--- src/rtl/rxdet_pkg.sv ---
`timescale 1ns/1ps
package rxdet_pkg;
  typedef enum logic [1:0] {
    MD_HIZ      = 2'b00,
    MD_AUTO_LIM = 2'b01,
    MD_AUTO_INF = 2'b10,
    MD_TERM50   = 2'b11
  } rxd_mode_e;

  typedef enum logic [1:0] {
    ST_IDLE   = 2'b00,
    ST_SEARCH = 2'b01,
    ST_FOUND  = 2'b10,
    ST_GIVEUP = 2'b11
  } rxd_stat_e;
endpackage

--- src/rtl/rxdet_pd_qual.sv ---
`timescale 1ns/1ps
module rxdet_pd_qual #(
  parameter int HOLD_CYC = 625
) (
  input  logic clk,
  input  logic rst,
  input  logic pd_in,
  input  logic ovr_en,
  input  logic ovr_val,
  output logic gate_o,
  output logic clr_o
);
  localparam int HW = $clog2(HOLD_CYC + 1);
  localparam logic [HW-1:0] HOLD_MAX  = HW'(HOLD_CYC);
  localparam logic [HW-1:0] HOLD_LAST = HW'(HOLD_CYC - 1);

  logic [HW-1:0] hold_cnt;

  always_ff @(posedge clk) begin
    if (rst) hold_cnt <= '0;
    else if (pd_in) hold_cnt <= (hold_cnt == HOLD_MAX) ? hold_cnt : hold_cnt + 1'b1;
    else hold_cnt <= '0;
  end

  assign gate_o = ovr_en ? ovr_val : pd_in;
  assign clr_o  = ovr_en ? ovr_val : (pd_in && (hold_cnt >= HOLD_LAST));


  hold_range_chk: assert property (@(posedge clk) disable iff (rst)
    hold_cnt <= HOLD_MAX);
endmodule

--- src/rtl/rxdet_chan.sv ---
`timescale 1ns/1ps
module rxdet_chan
  import rxdet_pkg::*;
#(
  parameter int INTERVAL_CYC = 1500000,
  parameter int MAX_TRIES    = 50
) (
  input  logic       clk,
  input  logic       rst,
  input  logic       gate_i,
  input  logic       clr_i,
  input  logic [1:0] mode_i,
  input  logic       rx_i,
  output logic       term_o,
  output logic       probe_o,
  output logic [1:0] stat_o
);
  localparam int TW = $clog2(INTERVAL_CYC);
  localparam int AW = $clog2(MAX_TRIES + 1);
  localparam logic [TW-1:0] TMR_LAST = TW'(INTERVAL_CYC - 1);
  localparam logic [AW-1:0] ATT_MAX  = AW'(MAX_TRIES);

  logic [1:0]    mode_q;
  logic [TW-1:0] tmr_q, tmr_n;
  logic [AW-1:0] att_q, att_n;
  logic          fnd_q, fnd_n, gu_q, gu_n;
  logic          probe_q, probe_n, term_q, term_n;
  rxd_stat_e     stat_q, stat_n;
  logic          is_auto;

  always_comb begin
    tmr_n   = tmr_q;
    att_n   = att_q;
    fnd_n   = fnd_q;
    gu_n    = gu_q;
    probe_n = 1'b0;
    is_auto = (mode_i == MD_AUTO_LIM) || (mode_i == MD_AUTO_INF);
    if (clr_i || (mode_i != mode_q)) begin
      tmr_n = '0;
      att_n = '0;
      fnd_n = 1'b0;
      gu_n  = 1'b0;
    end else if (!gate_i && is_auto && !fnd_q && !gu_q) begin
      if (probe_q && rx_i) begin
        fnd_n = 1'b1;
      end else if (probe_q && (mode_i == MD_AUTO_LIM) && (att_q == ATT_MAX)) begin
        gu_n = 1'b1;
      end else if (tmr_q == TMR_LAST) begin
        tmr_n   = '0;
        probe_n = 1'b1;
        if (att_q != ATT_MAX) att_n = att_q + 1'b1;
      end else begin
        tmr_n = tmr_q + 1'b1;
      end
    end
    term_n = !gate_i && ((mode_i == MD_TERM50) || (is_auto && fnd_n));
    if (!is_auto)   stat_n = ST_IDLE;
    else if (fnd_n) stat_n = ST_FOUND;
    else if (gu_n)  stat_n = ST_GIVEUP;
    else            stat_n = ST_SEARCH;
  end

  always_ff @(posedge clk) begin
    if (rst) begin
      mode_q  <= mode_i;
      tmr_q   <= '0;
      att_q   <= '0;
      fnd_q   <= 1'b0;
      gu_q    <= 1'b0;
      probe_q <= 1'b0;
      term_q  <= 1'b0;
      stat_q  <= ST_IDLE;
    end else begin
      mode_q  <= mode_i;
      tmr_q   <= tmr_n;
      att_q   <= att_n;
      fnd_q   <= fnd_n;
      gu_q    <= gu_n;
      probe_q <= probe_n;
      term_q  <= term_n;
      stat_q  <= stat_n;
    end
  end

  assign term_o  = term_q;
  assign probe_o = probe_q;
  assign stat_o  = stat_q;


  hiz_quiet_chk: assert property (@(posedge clk) disable iff (rst)
    (mode_q == MD_HIZ) |-> (!term_q && !probe_q && stat_q == ST_IDLE));

  probe_pulse_chk: assert property (@(posedge clk) disable iff (rst)
    probe_q |=> !probe_q);

  giveup_stop_chk: assert property (@(posedge clk) disable iff (rst)
    (stat_q == ST_GIVEUP && !clr_i && mode_i == mode_q) |=> (!probe_q && stat_q == ST_GIVEUP));

  no_overflow_chk: assert property (@(posedge clk) disable iff (rst)
    att_q <= ATT_MAX);

  found_hold_chk: assert property (@(posedge clk) disable iff (rst)
    (stat_q == ST_FOUND && !clr_i && mode_i == mode_q) |=> stat_q == ST_FOUND);

  gate_off_chk: assert property (@(posedge clk) disable iff (rst)
    gate_i |=> (!term_q && !probe_q));
endmodule

--- src/rtl/rxdet_term_ctrl.sv ---
`timescale 1ns/1ps
module rxdet_term_ctrl #(
  parameter int NUM_CH       = 2,
  parameter int INTERVAL_CYC = 1500000,
  parameter int MAX_TRIES    = 50,
  parameter int HOLD_CYC     = 625
) (
  input  logic                clk,
  input  logic                rst,
  input  logic                pd_in,
  input  logic                rst_ovr_en,
  input  logic                rst_ovr_val,
  input  logic [1:0]          mode_pin,
  input  logic                mode_ovr_en,
  input  logic [2*NUM_CH-1:0] mode_reg,
  input  logic [NUM_CH-1:0]   rx_present,
  output logic [NUM_CH-1:0]   term_en,
  output logic [NUM_CH-1:0]   probe,
  output logic [2*NUM_CH-1:0] status,
  output logic                drv_en
);
  logic gate, clr;

  rxdet_pd_qual #(.HOLD_CYC(HOLD_CYC)) u_qual (
    .clk     (clk),
    .rst     (rst),
    .pd_in   (pd_in),
    .ovr_en  (rst_ovr_en),
    .ovr_val (rst_ovr_val),
    .gate_o  (gate),
    .clr_o   (clr)
  );

  always_ff @(posedge clk) begin
    if (rst) drv_en <= 1'b0;
    else     drv_en <= !gate;
  end

  for (genvar ch = 0; ch < NUM_CH; ch++) begin : g_ch
    logic [1:0] mode_eff;
    assign mode_eff = mode_ovr_en ? mode_reg[2*ch +: 2] : mode_pin;

    rxdet_chan #(
      .INTERVAL_CYC (INTERVAL_CYC),
      .MAX_TRIES    (MAX_TRIES)
    ) u_chan (
      .clk     (clk),
      .rst     (rst),
      .gate_i  (gate),
      .clr_i   (clr),
      .mode_i  (mode_eff),
      .rx_i    (rx_present[ch]),
      .term_o  (term_en[ch]),
      .probe_o (probe[ch]),
      .stat_o  (status[2*ch +: 2])
    );
  end


  rst_quiet_chk: assert property (@(posedge clk) rst |=> (!drv_en && term_en == '0 && probe == '0));
endmodule

--- config.mk ---
export PLATFORM = sky130hd
export DESIGN_NAME = rxdet_term_ctrl
export DESIGN_NICKNAME = d
export VERILOG_FILES = /design/src/rtl/rxdet_pkg.sv /design/src/rtl/rxdet_pd_qual.sv /design/src/rtl/rxdet_chan.sv /design/src/rtl/rxdet_term_ctrl.sv
export SDC_FILE = /design/constraint.sdc
export NUM_CORES = 1
export LEC_CHECK = 0
export BUFFER_PORTS_ARGS = -buffer_cell sky130_fd_sc_hd__buf_2
export CAP_MARGIN = 20
export CORE_MARGIN = 1
export CORE_UTILIZATION = 65
export DETAILED_ROUTE_END_ITERATION = 8
export PLACE_DENSITY = 0.81
export SYNTH_ARGS = -nofsm -noshare
export SYNTH_HDL_FRONTEND = slang
export SYNTH_SLANG_ARGS = --single-unit
--- constraint.sdc ---
create_clock -name clk -period 3.8 [get_ports clk]
set_clock_uncertainty 0.1 [all_clocks]
set_input_delay 0.38 -clock clk [delete_from_list [all_inputs] [get_ports clk]]
set_output_delay 0.38 -clock clk [all_outputs]
set_load 0.01 [all_outputs]
==> results.toml <==
[synth]
synth-seq-cells = 81
netlist.area_leader.share_pct = 39.5
ys_types = 53
syn-num-nets = 499
yosysWarningCount = 0
synth.largest_area_cell = "dfxtp_1"
ys_seq_area_share_pct = 39.5
synth_common_cells = "81 x dfxtp_1, 52 x nor2_1, 33 x xnor2_1"
synth_area_leaders = "dfxtp_1 40%, xnor2_1 7.0%, nor2_1 4.8%"
synth_area_per_cell_um2 = 8.69
ys.flop_type = "dfxtp_1"
synth_area_um2 = 4100
async_flop_share_pct = 0
synthCells = 472
synth_edf_count = 0
synth.most_common_cell = "dfxtp_1"

[die]
die_h_um = 81.5
initial_core_util_pct = 68.5
ios = 23
die_x_um = 81.5
std_cell_rows = 28
die_area_um2 = 6640
coreArea_um2 = 5990

[placement]
gp_congestion = 0.877
numPortBuffers = 22
hpwl_mm = 5.62
dp_cells = 551

[critical_path]
reg2reg_to = "g_ch[0].u_chan.tmr_q[7]"
cp-end-kind = "register"
path_max_fanout = 19
rr_worst_depth = 6
critPathTopFamily = "simple AND/OR/NAND/NOR gates"
worst-path-buf-inv = 2
critPathSlowestCell = "nand2b_1"
reg2reg_from = "g_ch[0].u_chan.tmr_q[0]"
crit_chain = "buf_2, mux2i_1, inv_1, ha_1, nor3_1, and2_1, nand4b_2, nand2b_1, nor2_1"
critical_path.startpoint = "mode_ovr_en"
cp.required_ns = 3.91
cp-start-kind = "primary input"
max_stage_delay_ns = 0.60
path_class = "primary input to register"
rrSetupSlack_ns = 1.19
worstPathArrival_ns = 2.93

[global_routing]
antenna_found_initial = 0
grt_pass1_vias = 3100
overflow = 0
track_usage_pct = 26.1
grt_max_degree = 25
grt_pass1_wl_mm = 13.5

[clocking]
cts_tree = "done"
postCtsHoldBufs = 0
clk_pin_slew_ns = 0.08
ctsHtreeMaxLevel = 3
worstSkewPairLatency_ns = 0.35
clock-sinks = 81
cts_root_buf = "clkbuf_8"
numCtsBuffers = 9
clock_path_buffers = 2
post_cts_resized = 0
post_cts_buffers = 0

[timing]
rsz0062_at_grt = "no"
setup_tns_ns = 0
fin_crit_ns = 2.82
finalSetupViolCount = 0
worst_pin_slew_ns = 0.733
maxClockFrequency_mhz = 355
final.period_utilization_pct = 74.1
drv_slew = 0
relSlewSlack_pct = 51.1
hold_viol_final = 0

[power]
vdd_drop_max_uv = 337
p_leak_uw = 0.00141
p_per_area_nw_per_um2 = 350

[route]
route.detailed.drc = 0
vias = 3463
routed_via_density = 6.11
drt-pass1-iter-count = 5
wl_per_cell_um = 14.2
drt_iter0_drc = 186
antenna_left = 0
drt-total-wl_mm = 8.03

[min_path]
hold_end = "g_ch[0].u_chan.mode_q[1]"
whs_path_depth = 3
hp-class = "primary input to register"
min_from = "mode_reg[1]"

[final_layout]
final_layout_size_suffix_gt1_share_pct = 10.4
fillCellCount = 457
antenna_cells = 0
nets = 514
final_cells = 567
area_growth_pct = 6.89

[job]
maxCapViolCount = 0

[run_status]
outcome = "complete, no violations"
per-stage QoR:
| stage | area (um2) | setup WS, ns | power (uW) | hold slack (ns) | utilization [%] |
|---|---|---|---|---|---|
| after detailed placement | 4210 | 0.611 | 993 | 0.375 | 70.3 |
| after global placement | 4210 | 0.722 | 991 | 0.359 | 70.3 |
| after CTS | 4390 | 0.997 | 1550 | 0.198 | 73.2 |
| final | 4390 | 0.984 | 1530 | 0.212 | 73.2 |
| after global routing | 4390 | 0.762 | 1590 | 0.220 | 73.2 |
| after floorplan | 4100 | 1.08 | 968 | 0.345 | - |
kinds of logic (layout without fill, tap and decap cells):
kind of cell               after synthesis  count (layout)  synth area share, %
buffers and inverters                   38              58                 4.39
AOI/OAI and AO/OA                       80              80                 11.9
xor gates and xnor gates                37              37                 7.90
and+or+nand+nor                        216             216                 29.6
DFF                                     81              81                 39.5
muxes                                    7               7                 2.74
adders and majority gates               13              13                 3.96
cell type report:
cell class | instances | area, um2 | area share, %
clock buffers | 11 | 141 | 3.22
well taps | 75 | 93.8 | 2.14
inverters | 17 | 63.8 | 1.45
multi-input cells | 353 | 2300 | 52.5
repair buffers | 25 | 133 | 3.02
clock inverters | 5 | 31.3 | 0.713
flip-flops and latches | 81 | 1620 | 37.0
layout by cell type (no fill, tap or decap), types with 9 or more instances in the layout:
| cell type | netlist | final |
|---|---|---|
| dfxtp_1 | 81 | 81 |
| nor2_1 | 52 | 52 |
| xnor2_1 | 33 | 33 |
| nand2_1 | 32 | 32 |
| a21oi_1 | 32 | 32 |
| buf_2 | 6 | 22 |
| nand3_1 | 20 | 20 |
| inv_1 | 17 | 17 |
| nor3_1 | 16 | 16 |
| o21ai_0 | 15 | 14 |
| ha_1 | 13 | 13 |
| and3_1 | 11 | 11 |
| or4_1 | 11 | 11 |
| nand4_1 | 10 | 10 |
| or3_1 | 10 | 10 |
| a211oi_1 | 10 | 10 |
| clkbuf_8 | 0 | 10 |
| nor4_1 | 9 | 9 |
layer usage:
metal	vias up	wire length (um)	track usage, %
met5	-	0	0
met2	83	3740	42.6
li1	1749	-	-
met3	7	344	6.22
met1	1624	3860	34.0
met4	0	93	7.86
power by group:
part,switching (uW),total (uW),internal (uW)
clock network,306,559,253
registers,4.34,861,857
logic,74.3,113,38.7
sequential cells by signal (all words and copies together) (netlist names):
register	flops
g_ch.u_chan.tmr_q	42
g_ch.u_chan.att_q	12
u_qual.hold_cnt	10
g_ch.u_chan.mode_q	4
g_ch.u_chan.stat_o	4
g_ch.u_chan.fnd_q	2
g_ch.u_chan.gu_q	2
g_ch.u_chan.probe_o	2
g_ch.u_chan.term_o	2
drv_en	1
worst min-delay path, stage by stage:
cell,delay (ns)
buf_2,0.09
mux2i_2,0.09
inv_1,0.08
worst max-delay path by stage:
stage / endpoint / slack [ns] / cells after the start
3_5_place_dp: g_ch[0].u_chan.tmr_q[7] / 0.61 / 9
4_1_cts: g_ch[0].u_chan.tmr_q[7] / 1.0 / 9
3_3_place_gp: g_ch[1].u_chan.att_q[4] / 0.72 / 9
2_1_floorplan: g_ch[1].u_chan.att_q[4] / 1.08 / 9
6_report: g_ch[0].u_chan.tmr_q[7] / 0.98 / 9
5_1_grt: g_ch[0].u_chan.tmr_q[7] / 0.76 / 9
No activity file was read; power rests on OpenSTA's default activity.
